==> src/rtl/lpw_pkg.sv <==
package lpw_pkg;

    typedef enum logic [1:0] {
        LPW_STAB = 2'd0,
        LPW_RUN  = 2'd1,
        LPW_STOP = 2'd2,
        LPW_NAP  = 2'd3
    } lpw_state_e;

    localparam int unsigned LPW_NTAP = 4;

    // log2 of the divide ratio of prescaler tap i; the last tap is the full divider
    function automatic int unsigned lpw_tap_log2(int unsigned i, int unsigned div_log2);
        if (i == LPW_NTAP - 1) return div_log2;
        return 1 + i * ((div_log2 - 1) / (LPW_NTAP - 1));
    endfunction

endpackage

==> src/rtl/lpw_prescaler.sv <==
module lpw_prescaler
    import lpw_pkg::*;
#(
    parameter int unsigned DIV_LOG2 = 11
) (
    input  logic                clk,
    input  logic                rst_n,
    input  logic                clr,
    input  logic                run,
    output logic [LPW_NTAP-1:0] tick
);

    typedef struct packed {
        logic [DIV_LOG2-1:0] cnt;
    } pre_t;

    pre_t d, q;

    always_comb begin
        d = q;
        if (clr)      d.cnt = '0;
        else if (run) d.cnt = q.cnt + 1'b1;
    end

    always_ff @(posedge clk or negedge rst_n) begin
        if (!rst_n) q <= '0;
        else        q <= d;
    end

    for (genvar g = 0; g < LPW_NTAP; g++) begin : g_tap
        localparam int unsigned TAP_L = lpw_tap_log2(g, DIV_LOG2);
        localparam logic [DIV_LOG2-1:0] TAP_M = {DIV_LOG2{1'b1}} >> (DIV_LOG2 - TAP_L);
        assign tick[g] = run && ((q.cnt & TAP_M) == TAP_M);
    end

    p_pre_clear_r6: assert property (@(posedge clk) disable iff (!rst_n)
        clr |=> (q.cnt == '0));

endmodule

==> src/rtl/lpw_wake_timer.sv <==
module lpw_wake_timer #(
    parameter int unsigned TMR_W = 8
) (
    input  logic             clk,
    input  logic             rst_n,
    input  logic             clr,
    input  logic             en,
    input  logic             tick,
    input  logic [TMR_W-1:0] period,
    output logic             match
);

    typedef struct packed {
        logic [TMR_W-1:0] cnt;
    } tmr_t;

    tmr_t d, q;
    logic hit;

    always_comb begin
        d   = q;
        hit = 1'b0;
        if (clr) begin
            d.cnt = '0;
        end else if (en && tick) begin
            if (q.cnt == period) begin
                hit   = 1'b1;
                d.cnt = '0;
            end else begin
                d.cnt = q.cnt + 1'b1;
            end
        end
    end

    assign match = hit;

    always_ff @(posedge clk or negedge rst_n) begin
        if (!rst_n) q <= '0;
        else        q <= d;
    end

    p_tmr_clear_r6: assert property (@(posedge clk) disable iff (!rst_n)
        clr |=> (q.cnt == '0));

    p_tmr_frozen_r7: assert property (@(posedge clk) disable iff (!rst_n)
        (!en && !clr) |=> $stable(q.cnt));

endmodule

==> src/rtl/lpw_sequencer.sv <==
module lpw_sequencer
    import lpw_pkg::*;
#(
    parameter int unsigned STAB_CYCLES = 256000
) (
    input  logic clk,
    input  logic rst_n,
    input  logic sleep_req,
    input  logic wkt_en,
    input  logic ext_irq,
    input  logic int_en,
    input  logic tmr_match,
    output logic nap_clr,
    output logic nap_on,
    output logic osc_en,
    output logic cpu_clk_en,
    output logic core_rst,
    output logic stab_done,
    output logic wake_vec,
    output logic wake_resume
);

    localparam int unsigned STAB_W = $clog2(STAB_CYCLES + 1);
    localparam logic [STAB_W-1:0] STAB_LAST = STAB_W'(STAB_CYCLES - 1);

    typedef struct packed {
        lpw_state_e        state;
        logic [STAB_W-1:0] stab_cnt;
        logic              pend;
        logic              vec;
        logic              res;
        logic              sdone;
    } seq_t;

    seq_t d, q;
    logic clr_c;

    always_comb begin
        d       = q;
        d.vec   = 1'b0;
        d.res   = 1'b0;
        d.sdone = 1'b0;
        clr_c   = 1'b0;
        unique case (q.state)
            LPW_STAB: begin
                if (q.stab_cnt == STAB_LAST) begin
                    d.state    = LPW_RUN;
                    d.sdone    = 1'b1;
                    d.stab_cnt = '0;
                end else begin
                    d.stab_cnt = q.stab_cnt + 1'b1;
                end
            end
            LPW_RUN: begin
                if (sleep_req) begin
                    if (wkt_en) begin
                        d.state = LPW_NAP;
                        d.pend  = ext_irq;
                        clr_c   = 1'b1;
                    end else begin
                        d.state = LPW_STOP;
                    end
                end
            end
            LPW_NAP: begin
                if (ext_irq || q.pend || tmr_match) begin
                    d.state = LPW_RUN;
                    d.pend  = 1'b0;
                    d.vec   = int_en;
                    d.res   = !int_en;
                end
            end
            default: begin
                d.state = LPW_STOP;
            end
        endcase
    end

    always_ff @(posedge clk or negedge rst_n) begin
        if (!rst_n) begin
            q          <= '0;
            q.state    <= LPW_STAB;
        end else begin
            q <= d;
        end
    end

    assign nap_clr     = clr_c;
    assign nap_on      = (q.state == LPW_NAP);
    assign osc_en      = (q.state != LPW_STOP);
    assign cpu_clk_en  = (q.state == LPW_RUN);
    assign core_rst    = (q.state == LPW_STAB);
    assign stab_done   = q.sdone;
    assign wake_vec    = q.vec;
    assign wake_resume = q.res;

    p_hold_in_reset_r1: assert property (@(posedge clk) disable iff (!rst_n)
        core_rst |-> (!cpu_clk_en && osc_en && !wake_vec && !wake_resume));

    p_stab_pulse_r2: assert property (@(posedge clk) disable iff (!rst_n)
        stab_done |-> ($past(core_rst) && !core_rst && cpu_clk_en));

    p_stop_entry_r3: assert property (@(posedge clk) disable iff (!rst_n)
        (cpu_clk_en && sleep_req && !wkt_en) |=> (!osc_en && !cpu_clk_en));

    p_stop_holds_r4: assert property (@(posedge clk) disable iff (!rst_n)
        !osc_en |=> (!osc_en && !wake_vec && !wake_resume));

    p_nap_entry_r5: assert property (@(posedge clk) disable iff (!rst_n)
        (cpu_clk_en && sleep_req && wkt_en) |=> (osc_en && !cpu_clk_en && nap_on));

    p_nap_irq_exit_r8: assert property (@(posedge clk) disable iff (!rst_n)
        (nap_on && ext_irq) |=> (cpu_clk_en && !core_rst));

    p_vec_follows_ie_r9: assert property (@(posedge clk) disable iff (!rst_n)
        wake_vec |-> ($past(int_en) && !wake_resume));

    p_resume_follows_ie_r9: assert property (@(posedge clk) disable iff (!rst_n)
        wake_resume |-> !$past(int_en));

    p_same_cycle_wake_r10: assert property (@(posedge clk) disable iff (!rst_n)
        (cpu_clk_en && sleep_req && wkt_en && ext_irq) |=> ##1 cpu_clk_en);

    p_run_irq_quiet_r11: assert property (@(posedge clk) disable iff (!rst_n)
        (cpu_clk_en && !sleep_req && ext_irq) |=> (cpu_clk_en && !wake_vec && !wake_resume));

endmodule

==> src/rtl/lpm_wake_ctrl.sv <==
module lpm_wake_ctrl
    import lpw_pkg::*;
#(
    parameter int unsigned DIV_LOG2    = 11,
    parameter int unsigned TMR_W       = 8,
    parameter int unsigned STAB_CYCLES = 256000
) (
    input  logic             clk,
    input  logic             rst_n,
    input  logic             sleep_req,
    input  logic             wkt_en,
    input  logic [1:0]       tmr_sel,
    input  logic [TMR_W-1:0] tmr_period,
    input  logic             ext_irq,
    input  logic             int_en,
    output logic             osc_en,
    output logic             cpu_clk_en,
    output logic             core_rst,
    output logic             stab_done,
    output logic             wake_vec,
    output logic             wake_resume
);

    localparam logic [1:0] LONG_SEL = 2'(LPW_NTAP - 1);

    logic [LPW_NTAP-1:0] ticks;
    logic                nap_clr;
    logic                nap_on;
    logic                tmr_en;
    logic                tmr_match;

    assign tmr_en = nap_on && (tmr_sel == LONG_SEL);

    lpw_prescaler #(.DIV_LOG2(DIV_LOG2)) i_pre (
        .clk  (clk),
        .rst_n(rst_n),
        .clr  (nap_clr),
        .run  (nap_on),
        .tick (ticks)
    );

    lpw_wake_timer #(.TMR_W(TMR_W)) i_tmr (
        .clk   (clk),
        .rst_n (rst_n),
        .clr   (nap_clr),
        .en    (tmr_en),
        .tick  (ticks[tmr_sel]),
        .period(tmr_period),
        .match (tmr_match)
    );

    lpw_sequencer #(.STAB_CYCLES(STAB_CYCLES)) i_seq (
        .clk        (clk),
        .rst_n      (rst_n),
        .sleep_req  (sleep_req),
        .wkt_en     (wkt_en),
        .ext_irq    (ext_irq),
        .int_en     (int_en),
        .tmr_match  (tmr_match),
        .nap_clr    (nap_clr),
        .nap_on     (nap_on),
        .osc_en     (osc_en),
        .cpu_clk_en (cpu_clk_en),
        .core_rst   (core_rst),
        .stab_done  (stab_done),
        .wake_vec   (wake_vec),
        .wake_resume(wake_resume)
    );

    p_slow_tap_only_r7: assert property (@(posedge clk) disable iff (!rst_n)
        tmr_match |-> (tmr_sel == LONG_SEL));

endmodule

==> config.mk <==
export PLATFORM = sky130hd
export DESIGN_NAME = lpm_wake_ctrl
export DESIGN_NICKNAME = d
export VERILOG_FILES = /design/src/rtl/lpw_pkg.sv /design/src/rtl/lpw_prescaler.sv /design/src/rtl/lpw_wake_timer.sv /design/src/rtl/lpw_sequencer.sv /design/src/rtl/lpm_wake_ctrl.sv
export SDC_FILE = /design/constraint.sdc
export NUM_CORES = 1
export LEC_CHECK = 0
export ABC_AREA = 1
export BUFFER_PORTS_ARGS = -buffer_cell sky130_fd_sc_hd__buf_2
export CORE_MARGIN = 2
export CORE_UTILIZATION = 54
export DETAILED_ROUTE_END_ITERATION = 8
export GPL_TIMING_DRIVEN = 0
export PLACE_DENSITY = 0.76
export REMOVE_ABC_BUFFERS = 1
export SYNTH_ARGS = -nofsm -noshare
export SYNTH_HDL_FRONTEND = slang
export SYNTH_SLANG_ARGS = --single-unit
==> constraint.sdc <==
create_clock -name clk -period 1.8 [get_ports clk]
set_clock_uncertainty 0.2 [all_clocks]
set_input_delay 0.27 -clock clk [delete_from_list [all_inputs] [get_ports clk]]
set_output_delay 0.27 -clock clk [all_outputs]
set_load 0.01 [all_outputs]
==> metrics.md, run 1 <==
| Metric | Value |
|---|---|
| Status | `complete, but fails checks` |
| Failing checks | `setup timing` |
| Placed Cells | `414` |
| Die Height | `73.5 um` |
| Dpl cell area | `around 0.0028 mm2` |
| Worst Tran Pin Value | `949 ps` |
| Required time of the worst setup path | `1780 ps` |
| Post-DP HPWL | `around 3600 um` |
| Post-synthesis instance area | `0.00261 mm2` |
| Total CTS buffers | `5` |
| Routability cong. | `a little over 0.8` |
| Routed wire per std cell | `12.5 um` |
| Initial drt markers | `~160` |
| Root buf cell | `clkbuf_8` |
| Reg2Reg Launch Point | `i_seq.q[22]` |
| Max Freq | `between 500 and 600 MHz` |
| # IOs | `22` |
| Combinational share of power | `38.3%` |
| Final nets | `412` |
| Via count | `2,282` |
| Final period util | `101%` |
| TNS Setup | `-50.6 ps` |
| Final WS setup | `-21.8 ps` |
| Largest net degree at the start of global routing | `44` |
| Worst-Skew Late Latency | `~290 ps` |
| Syn Area/Cell | `7.63 um2` |
| Cell area after layout | `about 0.0032 mm2` |
| DRT antenna net count | `0` |
| DP Worst Slack | `-444 ps` |
| Most frequent cells in the layout | `78 x nand2_1, 50 x inv_1, 39 x dfrtp_1` |
| Antenna Cells | `0` |
| Crit Path Class | `flip-flop to flip-flop` |
| Min-delay worst type | `primary input to flip-flop` |
| Synthesis Warnings | `0` |
| CTS tree | `built` |
| DRC viols | `0` |
| RSZ-0062 raised after global routing | `yes` |
| Vias in the first global route | `2,047` |
| Final Hold Violating Endpoints | `0` |
| Floorplan row count | `25` |
| R2R depth | `9` |
| Die area | `0.00541 mm2` |
| Flop and latch count out of synthesis | `43` |
| Post-synthesis sequential area ratio | `41.2%` |
| Routed vias/inst | `5.14` |
| CP startpoint kind | `flip-flop` |
| DRT Pass-1 Iters | `4` |
| Worst Setup SP | `i_seq.q[22]` |
| Reg-to-reg slack, setup | `-20 ps` |
| Crit-path cells | `inv_2 -> ha_4 -> nand3_4 -> nor2_4 -> nand2_4 -> nor3_4 -> inv_4 -> o21ai_2 -> a21oi_2` |
| Area of the core | `0.00469 mm2` |
| Post-route insts no fill | `444` |
| Register share of total power | `39.9%` |
| Switching share of power | `38.1%` |
| P_sw | `1.38 mW` |
| Layout cells sized above 1 | `a little under a third` |
| Worst setup EP type | `flip-flop` |
| Internal power | `2.25 mW` |
| CTS Sinks | `43` |
| Peak supply drop | `838 uV` |
| Critical Path AT | `1800 ps` |
| Horiz. Die Dim | `73.5 um` |
| Minimum clock period | `approximately 1800 ps` |
| Crit Path Max Fanout | `7` |
| Final setup vio count | `5` |
| Gr ovfl total | `0` |
| First-pass GRT wire length | `8900 um` |
| I/O Buffers | `21` |
| Reg clk slew, reported paths | `roughly 80 ps` |
| Clock buffer depth | `2` |
| Area delta synth->final | `24.0%` |
| Routed WL | `between 5000 and 6000 um` |
| Most common cell after layout, fill and taps aside | `nand2_1` |
| Crit-path slowest cell | `dfrtp_2` |
| R2R Path End | `i_seq.q[17]` |
| Distinct cells, synth | `38` |
| Antenna violations before repair | `0` |
| Crit path to | `i_seq.q[17]` |
| Final Slew Violations | `0` |
| Max stage delay on crit path | `470 ps` |
| GRT Util Overall | `between 20% and 30%` |
| MaxCap Viol Count | `0` |
| Power Density | `1120 mW/mm2` |
| LEAKAGE | `1.69 nW` |
| Clock power frac | `21.8%` |
| Initial Utilization | `a little under three fifths` |
| Mapped Cells | `342` |
| H-Tree Depth | `2` |
| Power Total | `3.63 mW` |
| Relative slew slack | `36.7%` |
==> state kept, by name, summed over array words and instances (netlist names) <==
name / flops
i_seq.wake_vec: 1
i_tmr.q: 8
i_seq.wake_resume: 1
i_seq.stab_done: 1
i_pre.q: 11
i_seq.q: 21
==> logic make-up after synthesis <==
family | after synthesis | share of synthesized area (%)
and+or+nand+nor | 179 | 33.7
buffers and inverters | 66 | 9.97
DFF | 43 | 41.2
AOI/OAI and AO/OA | 41 | 9.73
adders and majority gates | 7 | 3.36
xor gates and xnor gates | 6 | 2.01
==> power groups by stage <==
stage	registers, mW	clock network [mW]	logic (mW)
finish	1.45	0.792	1.39
global route	1.49	0.833	1.55
CTS	1.40	0.802	1.18
detailed placement	1.40	0	1.01
global placement	1.39	0	0.975
floorplan	1.36	0	0.794
==> Yosys cell counts <==
cell / instances / area [um2]
nand2_1: 85 / 319
inv_1: 54 / 203
dfrtp_1: 43 / 1080
nor2_1: 38 / 143
a21oi_1: 20 / 100
nand3_1: 12 / 60.1
nand2_2: 10 / 62.6
nor3_1: 9 / 45.0
ha_1: 7 / 87.6
inv_2: 7 / 26.3
o21ai_0: 6 / 30.0
o21ai_2: 5 / 43.8
xor2_1: 5 / 43.8
nand4_1: 4 / 25.0
nor2_2: 4 / 25.0
nand3_2: 3 / 30.0
nor2_4: 3 / 33.8
buf_4: 2 / 15.0
nand2_4: 2 / 22.5
nor3_2: 2 / 20.0
nor3_4: 2 / 32.5
o21a_1: 2 / 15.0
o21ai_1: 2 / 10.0
a211oi_1: 1 / 7.51
a21oi_4: 1 / 16.3
a31oi_1: 1 / 6.26
and3_1: 1 / 6.26
buf_2: 1 / 5.00
clkinv_2: 1 / 5.00
inv_4: 1 / 6.26
nand4_4: 1 / 21.3
nor2_8: 1 / 20.0
nor3b_1: 1 / 7.51
nor4_1: 1 / 6.26
o211a_1: 1 / 10.0
o211ai_1: 1 / 7.51
o21bai_1: 1 / 7.51
xnor2_1: 1 / 8.76
==> worst max-delay path, delay by kind of cell, from the launching register on <==
kind | cells | cell delay, ps
buffers and inverters | 2 | 210
flip-flops | 1 | 470
AO/OA/AOI/OAI | 2 | 120
AND/OR/NAND/NOR | 4 | 530
adder cells (fa/ha/maj) | 1 | 170
==> metal layers <==
layer | global-route usage [%] | vias up | share of wire [%]
li1 | - | 1168 | -
met1 | 27.5 | 1058 | 46
met2 | 35.9 | 48 | 50
met3 | 3.29 | 8 | 3.4
met4 | 7.07 | 0 | 1.1
met5 | 0 | - | 0
==> repair_timing <==
action | in CTS | in global routing
setup endpoints to repair | 35 | 27
hold buffers | 2 | 0
gates resized for setup | 15 | 32
endpoints found under the hold margin | 44 | 0
setup buffers | 8 | 12
pin swaps | 5 | 22
gates cloned | 0 | 0
==> per-stage QoR <==
step	util, %	hold WS (ps)
after global routing	69.0	56.0
after CTS	64.3	25.7
after floorplan	-	-226
after detailed placement	58.9	269
after global placement	58.9	255
final	69.0	31.6
==> area by class of cell <==
cell class,instances,area [um2]
Timing Repair Buffer,43,277
Clock buffer,6,82.6
Fill cell,366,1460
Inverter,63,245
Sequential cell,43,1080
Tap cell,54,67.6
Multi-Input combinational cell,233,1450
Clock inverter,2,35.0
==> worst min-delay path by stage <==
stage / cells after the start / slack [ps] / start / endpoint
global route: 3 / 60 / ext_irq / i_seq.q[3]
finish: 3 / 30 / ext_irq / i_seq.q[3]
detailed placement: 2 / 270 / i_seq.q[3] / i_seq.q[3]
global placement: 2 / 260 / i_seq.q[3] / i_seq.q[3]
floorplan: 0 / -230 / rst_n / i_pre.q[0]
CTS: 3 / 30 / ext_irq / i_seq.q[3]
Note: power is estimated with default switching activity, not from simulation.
==> run 2, diff against run 1 <==
--- a/config.mk
+++ b/config.mk
@@ -8,10 +8,11 @@
 export ABC_AREA = 1
 export BUFFER_PORTS_ARGS = -buffer_cell sky130_fd_sc_hd__buf_2
 export CORE_MARGIN = 2
-export CORE_UTILIZATION = 54
+export CORE_UTILIZATION = 55
+export CTS_BUF_LIST = sky130_fd_sc_hd__clkbuf_4
 export DETAILED_ROUTE_END_ITERATION = 8
 export GPL_TIMING_DRIVEN = 0
-export PLACE_DENSITY = 0.76
+export PLACE_DENSITY = 0.77
 export REMOVE_ABC_BUFFERS = 1
 export SYNTH_ARGS = -nofsm -noshare
 export SYNTH_HDL_FRONTEND = slang
==> run 2 against run 1 <==
The run still ends with setup timing left; clock power fell by 23%; sequential share of layout area grew 0.35 points; critical path depth unchanged; hold slack gained 70 ps; maximum frequency rose by 0.26%; global-route usage decreased by 0.63 points; worst setup slack better by 4.6 ps; combinational power up 5%; critical path type unchanged; critical endpoint unchanged; highest routed layer unchanged.
==> metrics.md, run 2 (synthesis results as in run 1) <==
| Metric | Value |
|---|---|
| # IOs | `22 (unchanged)` |
| H-Tree Depth | `2 (unchanged)` |
| Layout cells sized above 1 | `30.3% (-1.0 points)` |
| Die area | `0.00531 mm2 (-1.7%)` |
| Routed vias/inst | `5.11 (-0.67%)` |
| Crit Path Class | `flip-flop to flip-flop` |
| Antenna violations before repair | `0 (unchanged)` |
| Max Freq | `550 MHz (+0.26%)` |
| Worst hold path startpoint | `wkt_en` |
| Gr ovfl total | `0 (unchanged)` |
| Internal power | `2.16 mW (-3.8%)` |
| Area delta synth->final | `22.5%` |
| Worst setup EP type | `flip-flop` |
| MaxCap Viol Count | `0 (unchanged)` |
| TNS Setup | `-22.4 ps (+28.2 ps)` |
| P_sw | `1.33 mW (-3.8%)` |
| Final setup vio count | `2 (-3)` |
| Clock buffer depth | `2 (unchanged)` |
| Reg clk slew, reported paths | `120 ps (+40 ps)` |
| Routed wire per std cell | `12.2 um (-2.9%)` |
| First-pass GRT wire length | `8580 um (-3.7%)` |
| CP startpoint kind | `flip-flop` |
| Most common cell after layout, fill and taps aside | `nand2_1` |
| Final period util | `101% (-0.26 points)` |
| Util after Layout | `68.6% (-0.34 points)` |
| Initial Utilization | `56.0% (+0.37 points)` |
| Initial drt markers | `140 (-11%)` |
| Minimum clock period | `1820 ps (-4.65 ps)` |
| Routability cong. | `0.838 (+2.3%)` |
| Status | `complete, but fails checks` |
| Clock power frac | `17.5% (-4.3 points)` |
| Final Slew Violations | `0 (unchanged)` |
| Post-DP HPWL | `3700 um (+4.2%)` |
| Largest net degree at the start of global routing | `44 (unchanged)` |
| Peak supply drop | `858 uV (+2.3%)` |
| CTS tree | `built` |
| DRT Pass-1 Iters | `4 (unchanged)` |
| # fillers | `359 (-1.9%)` |
| Via count | `2,282 (unchanged)` |
| LEAKAGE | `1.67 nW (-1.1%)` |
| Combinational share of power | `41.8% (+3.5 points)` |
| Final nets | `416 (+0.97%)` |
| Die Height | `72.9 um (-0.86%)` |
| DRT antenna net count | `0 (unchanged)` |
| Floorplan row count | `25 (unchanged)` |
| Switching share of power | `38.1% (about the same)` |
| Final hold slack | `102 ps (+70.3 ps)` |
| I/O Buffers | `21 (unchanged)` |
| DRC viols | `0 (unchanged)` |
| Post-route insts no fill | `447 (+0.68%)` |
| Total CTS buffers | `5 (unchanged)` |
| Failing checks | `setup timing` |
| Antenna Cells | `0 (unchanged)` |
| Vias in the first global route | `2,051 (+0.20%)` |
| Register share of total power | `40.7% (+0.8 points)` |
| Largest regs | `i_seq.q x21, i_pre.q x11, i_tmr.q x8` |
| Routed WL | `5440 um (-2.3%)` |
| Biggest register | `i_seq.q` |
| Crit Path Max Fanout | `7 (unchanged)` |
| Final Hold Violating Endpoints | `0 (unchanged)` |
| Root buf cell | `clkbuf_4` |
| CTS Sinks | `43 (unchanged)` |
| Worst Setup SP | `i_seq.q[23]` |
| Worst-Skew Late Latency | `350 ps (+60 ps)` |
| Power Density | `1090 mW/mm2 (-2.7%)` |
| Area of the core | `0.00466 mm2 (-0.67%)` |
| Reg2Reg Launch Point | `i_seq.q[23]` |
| Largest register FFs | `21 (unchanged)` |
| Required time of the worst setup path | `1840 ps (+60 ps)` |
| Min-delay worst type | `primary input to flip-flop` |
| Most frequent cells in the layout | `81 x nand2_1, 50 x inv_1, 40 x dfrtp_1` |
| RSZ-0062 raised after global routing | `yes` |
| Critical Path AT | `1850 ps (+50 ps)` |
| Final WS setup | `-17.1 ps (+4.65 ps)` |
| Worst Tran Pin Value | `960 ps (+10.8 ps)` |
| Horiz. Die Dim | `72.9 um (-0.86%)` |
| GRT Util Overall | `20.5% (-0.63 points)` |
| Placed Cells | `414 (unchanged)` |
| Relative slew slack | `36.0% (-0.72 points)` |
| Power Total | `3.49 mW (-3.8%)` |
==> run 2: changes by cell type in the layout (fill, tap and decap cells not counted), sizes merged <==
| cell | before | now |
|---|---|---|
| clkbuf | 7 | 6 |
| dlygate4sd3 | 2 | 3 |
| clkinv | 2 | 1 |
| buf | 40 | 44 |
==> run 2: per-stage QoR <==
stage          area, um2  setup slack (ps)
4_1_cts             3010             -27.1
3_5_place_dp        2760              -435
3_3_place_gp        2760              -404
2_1_floorplan       2590              -169
6_report            3200             -17.1
5_1_grt             3200             -84.5
==> run 2: cell type report <==
type / instances / area, um2 / share of cell area (%)
multi-input combinational: 233 / 1400 / 43.9
sequential: 43 / 1080 / 33.8
timing repair buffer: 47 / 327 / 10.2
inverter: 63 / 245 / 7.67
tap: 54 / 67.6 / 2.11
clock buffer: 6 / 45.0 / 1.41
clock inverter: 1 / 30.0 / 0.939
==> run 2: path summary, 6_finish.rpt <==
path,cells after the start,slack (ps),end
setup / recovery,9,-20,i_seq.q[17]
max in group asynchronous,2,350,i_seq.q[23]
setup reg to reg,9,-20,i_seq.q[17]
hold / removal,5,100,i_seq.q[22]
min in group asynchronous,2,390,i_tmr.q[3]
hold reg to reg,1,290,i_pre.q[4]
==> run 2: routing by layer <==
metal | share of wire [%] | vias up | wire [um] | GRT usage (%)
met3 | 3.4 | 6 | 183 | 4.01
met4 | 0.85 | 0 | 46 | 6.58
met1 | 46 | 1070 | 2520 | 26.7
met2 | 49 | 35 | 2690 | 34.4
met5 | 0 | - | 0 | 0
li1 | - | 1171 | - | -
==> run 2: power groups by stage <==
stage	sequential, mW	combinational [mW]	clock [mW]
3_3_place_gp	1.39	0.977	0
5_1_grt	1.45	1.64	0.660
3_5_place_dp	1.40	1.02	0
6_report	1.42	1.46	0.611
2_1_floorplan	1.36	0.794	0
4_1_cts	1.40	1.22	0.619
==> run 2: critical path, stage by stage (launching register included) <==
cell and delay, ps:
dfrtp_2 480, inv_4 90, ha_4 160, nand3_4 90
nor2_4 150, nand2_4 70, nor3_4 220, inv_4 110
o21ai_2 70, a21oi_1 50
==> run 2: repair_timing <==
item,4_1_cts,5_1_grt
hold endpoints to repair,46,0
gates resized for setup,16,22
buffers inserted,11,12
hold buffers,3,0
pin swaps,5,19
setup endpoints to repair,36,29
==> run 3, diff against run 2 <==
--- a/config.mk
+++ b/config.mk
@@ -12,7 +12,7 @@
 export CTS_BUF_LIST = sky130_fd_sc_hd__clkbuf_4
 export DETAILED_ROUTE_END_ITERATION = 8
 export GPL_TIMING_DRIVEN = 0
-export PLACE_DENSITY = 0.77
+export PLACE_DENSITY = 0.76
 export REMOVE_ABC_BUFFERS = 1
 export SYNTH_ARGS = -nofsm -noshare
 export SYNTH_HDL_FRONTEND = slang
==> run 3 against run 2 <==
The run now ends clean; maximum frequency increased by 1.9%; worst setup slack better by 33 ps; clock power barely moved; power up 0.75%; final area up 2.0%; sequential cell count is the same; critical path depth unchanged; sequential share of layout area is 0.65 points lower; clock-buffer cell count unchanged; largest cell class unchanged; largest power group unchanged.
==> metrics.md, run 3 (synthesis results as in run 1) <==
| Metric | Value |
|---|---|
| Status | `complete, no violations` |
| Reg clk slew, reported paths | `120 ps (about the same)` |
| Most frequent cells in the layout | `80 x nand2_1, 49 x inv_1, 40 x dfrtp_1` |
| Final nets | `420 (+0.96%)` |
| # IOs | `22 (unchanged)` |
| Final Hold Violating Endpoints | `0 (unchanged)` |
| CTS tree | `built` |
| H-Tree Depth | `2 (unchanged)` |
| Routability cong. | `0.793 (-5.4%)` |
| Final Slew Violations | `0 (unchanged)` |
| Worst Tran Pin Value | `946 ps (-14.3 ps)` |
| Final period util | `99.1% (-1.8 points)` |
| Met1 Usage GRT | `28.7% (+2.0 points)` |
| Routed vias/inst | `5.06 (-0.84%)` |
| Peak supply drop | `974 uV (+14%)` |
| R2R depth | `9 (unchanged)` |
| R2R Path End | `i_seq.q[21]` |
| Power Density | `1080 mW/mm2 (-1.2%)` |
| Hold depth | `5 (unchanged)` |
| Reg-to-reg slack, setup | `20 ps (+30 ps)` |
| Largest register FFs | `21 (unchanged)` |
| Delay-heaviest family, CP | `simple AND/OR/NAND/NOR gates` |
| GRT met3 Usage | `3.45% (-0.55 points)` |
| Clock power frac | `17.4% (about the same)` |
| Register share of total power | `40.3% (-0.4 points)` |
| CTS Sinks | `43 (unchanged)` |
| Switching share of power | `37.9% (-0.19 points)` |
| Via count | `2,283 (+0.044%)` |
| Max Freq | `561 MHz (+1.9%)` |
| Required time of the worst setup path | `1860 ps (+20 ps)` |
| Largest net degree at the start of global routing | `44 (unchanged)` |
| Die Height | `72.9 um (unchanged)` |
| Area of the core | `0.00466 mm2 (unchanged)` |
| Gr ovfl total | `0 (unchanged)` |
| Final setup vio count | `0 (-2)` |
| First-pass GRT wire length | `8560 um (-0.23%)` |
| Combinational share of power | `42.3% (+0.5 points)` |
| Grt peak-use layer | `met2` |
| Horiz. Die Dim | `72.9 um (unchanged)` |
| Relative slew slack | `37.0% (+0.95 points)` |
| Internal power | `2.19 mW (+1.1%)` |
| Reg2Reg Launch Point | `i_seq.q[22]` |
| Crit Path Max Fanout | `4 (-3)` |
| GRT met2 Usage | `32.2% (-2.2 points)` |
| Largest regs | `i_seq.q x21, i_pre.q x11, i_tmr.q x8` |
| Worst setup EP type | `flip-flop` |
| Initial Utilization | `56.0% (unchanged)` |
| Cell area after layout | `0.00326 mm2 (+2.0%)` |
| LEAKAGE | `1.69 nW (+1.3%)` |
| Max stage delay on crit path | `470 ps (about the same)` |
| Sequential standard cell area | `0.00108 mm2 (unchanged)` |
| Initial drt markers | `129 (-7.9%)` |
| Total CTS buffers | `5 (unchanged)` |
| Antenna Cells | `0 (unchanged)` |
| GRT Util Overall | `20.3% (-0.22 points)` |
| RSZ-0062 raised after global routing | `yes` |
| Clock buffer depth | `2 (unchanged)` |
| Hold EP | `i_seq.q[22]` |
| Routed WL | `5310 um (-2.4%)` |
| Biggest register | `i_seq.q` |
| Worst-Skew Late Latency | `350 ps (about the same)` |
| Die area | `0.00531 mm2 (unchanged)` |
| Multi-input logic area | `0.00143 mm2 (+1.8%)` |
| Crit-path cells | `inv_2 -> ha_4 -> inv_2 -> nor2_4 -> nand4_4 -> nor2_4 -> nand2_2 -> o21ai_2 -> nor2_1` |
| Post-DP HPWL | `3560 um (-3.7%)` |
| Min-delay worst type | `primary input to flip-flop` |
| Floorplan row count | `25 (unchanged)` |
| Minimum clock period | `1780 ps (-33.2 ps)` |
| Most common cell after layout, fill and taps aside | `nand2_1` |
| DRT Pass-1 Iters | `4 (unchanged)` |
| P_sw | `1.33 mW (+0.25%)` |
| Antenna violations before repair | `0 (unchanged)` |
| Routed wire per std cell | `11.8 um (-3.3%)` |
| Root buf cell | `clkbuf_4` |
| Levels on crit path | `9 (unchanged)` |
| # fillers | `355 (-1.1%)` |
| Critical Path AT | `1840 ps (about the same)` |
| Area delta synth->final | `24.9%` |
| CP startpoint kind | `flip-flop` |
| WP buf/inv | `2 (unchanged)` |
| Crit-path slowest cell | `dfrtp_2` |
| DRT antenna net count | `0 (unchanged)` |
| Layout cells sized above 1 | `31.7% (+1.5 points)` |
| Dpl cell area | `0.00276 mm2 (unchanged)` |
| DRC viols | `0 (unchanged)` |
| Util after Layout | `70.0% (+1.3 points)` |
| I/O Buffers | `21 (unchanged)` |
| MaxCap Viol Count | `0 (unchanged)` |
| Crit Path Class | `flip-flop to flip-flop` |
| Vias in the first global route | `1,976 (-3.7%)` |
| Worst hold path startpoint | `wkt_en` |
==> run 3: cell types whose count changed in the layout (fill, tap and decap cells not counted), moves of 2 or more <==
cell | before | now
nor2_2 | 8 | 4
buf_6 | 1 | 5
nor2_4 | 5 | 9
buf_4 | 22 | 24
==> run 3: worst max-delay path by stage <==
stage	slack, ps	endpoint	startpoint
6_report	20	i_seq.q[21]	i_seq.q[22]
2_1_floorplan	-170	i_seq.q[17]	i_seq.q[22]
5_1_grt	-130	i_seq.q[21]	i_seq.q[22]
4_1_cts	-20	i_seq.q[14]	i_seq.q[23]
3_5_place_dp	-430	i_seq.q[23]	i_seq.q[23]
3_3_place_gp	-420	i_tmr.q[3]	i_seq.q[23]
==> run 3: area by class of cell <==
cell class | instances | area share [%]
multi-input combinational | 233 | 43.8
tap | 54 | 2.07
clock buffer | 6 | 1.38
clock inverter | 1 | 0.921
timing repair buffer | 51 | 11.1
inverter | 63 | 7.60
sequential | 43 | 33.1
==> run 3: stage by stage <==
step | worst slack [ps] | TNS [ps] | instances | hold slack [ps] | power (mW)
3_5_place_dp | -433 | -10000 | 414 | 266 | 2.42
4_1_cts | -21.3 | -154 | 434 | 77.7 | 3.26
5_1_grt | -131 | -1410 | 451 | 96.5 | 3.76
2_1_floorplan | -169 | -2070 | 339 | -226 | 2.15
6_report | 16.1 | 0 | 451 | 86.9 | 3.52
3_3_place_gp | -419 | -8810 | 414 | 258 | 2.37
==> run 3: worst reg2reg max path, cell delays in order (launching register included) <==
cell	delay (ps)
dfrtp_2	470
inv_2	100
ha_4	170
inv_2	80
nor2_4	180
nand4_4	120
nor2_4	150
nand2_2	70
o21ai_2	110
nor2_1	50
==> run 3: timing repair <==
item                       in CTS  in global routing
setup endpoints to repair      36                 33
setup buffers                  10                 17
hold buffers                    3                  0
pin swaps                       7                 16
resized for setup              19                 32
hold endpoints to repair       46                  0
==> run 3: layer usage <==
| metal | vias up | part of all wire (%) |
|---|---|---|
| met5 | - | 0 |
| met1 | 1060 | 48 |
| met3 | 7 | 3.1 |
| met2 | 36 | 47 |
| li1 | 1180 | - |
| met4 | 0 | 1.2 |
==> run 3: power by group through the flow <==
stage	Combinational (mW)	Sequential, mW	Clock (mW)
after floorplan	0.794	1.36	0
after global placement	0.983	1.39	0
after detailed placement	1.02	1.40	0
after CTS	1.25	1.39	0.624
after global routing	1.65	1.45	0.664
final	1.49	1.42	0.613
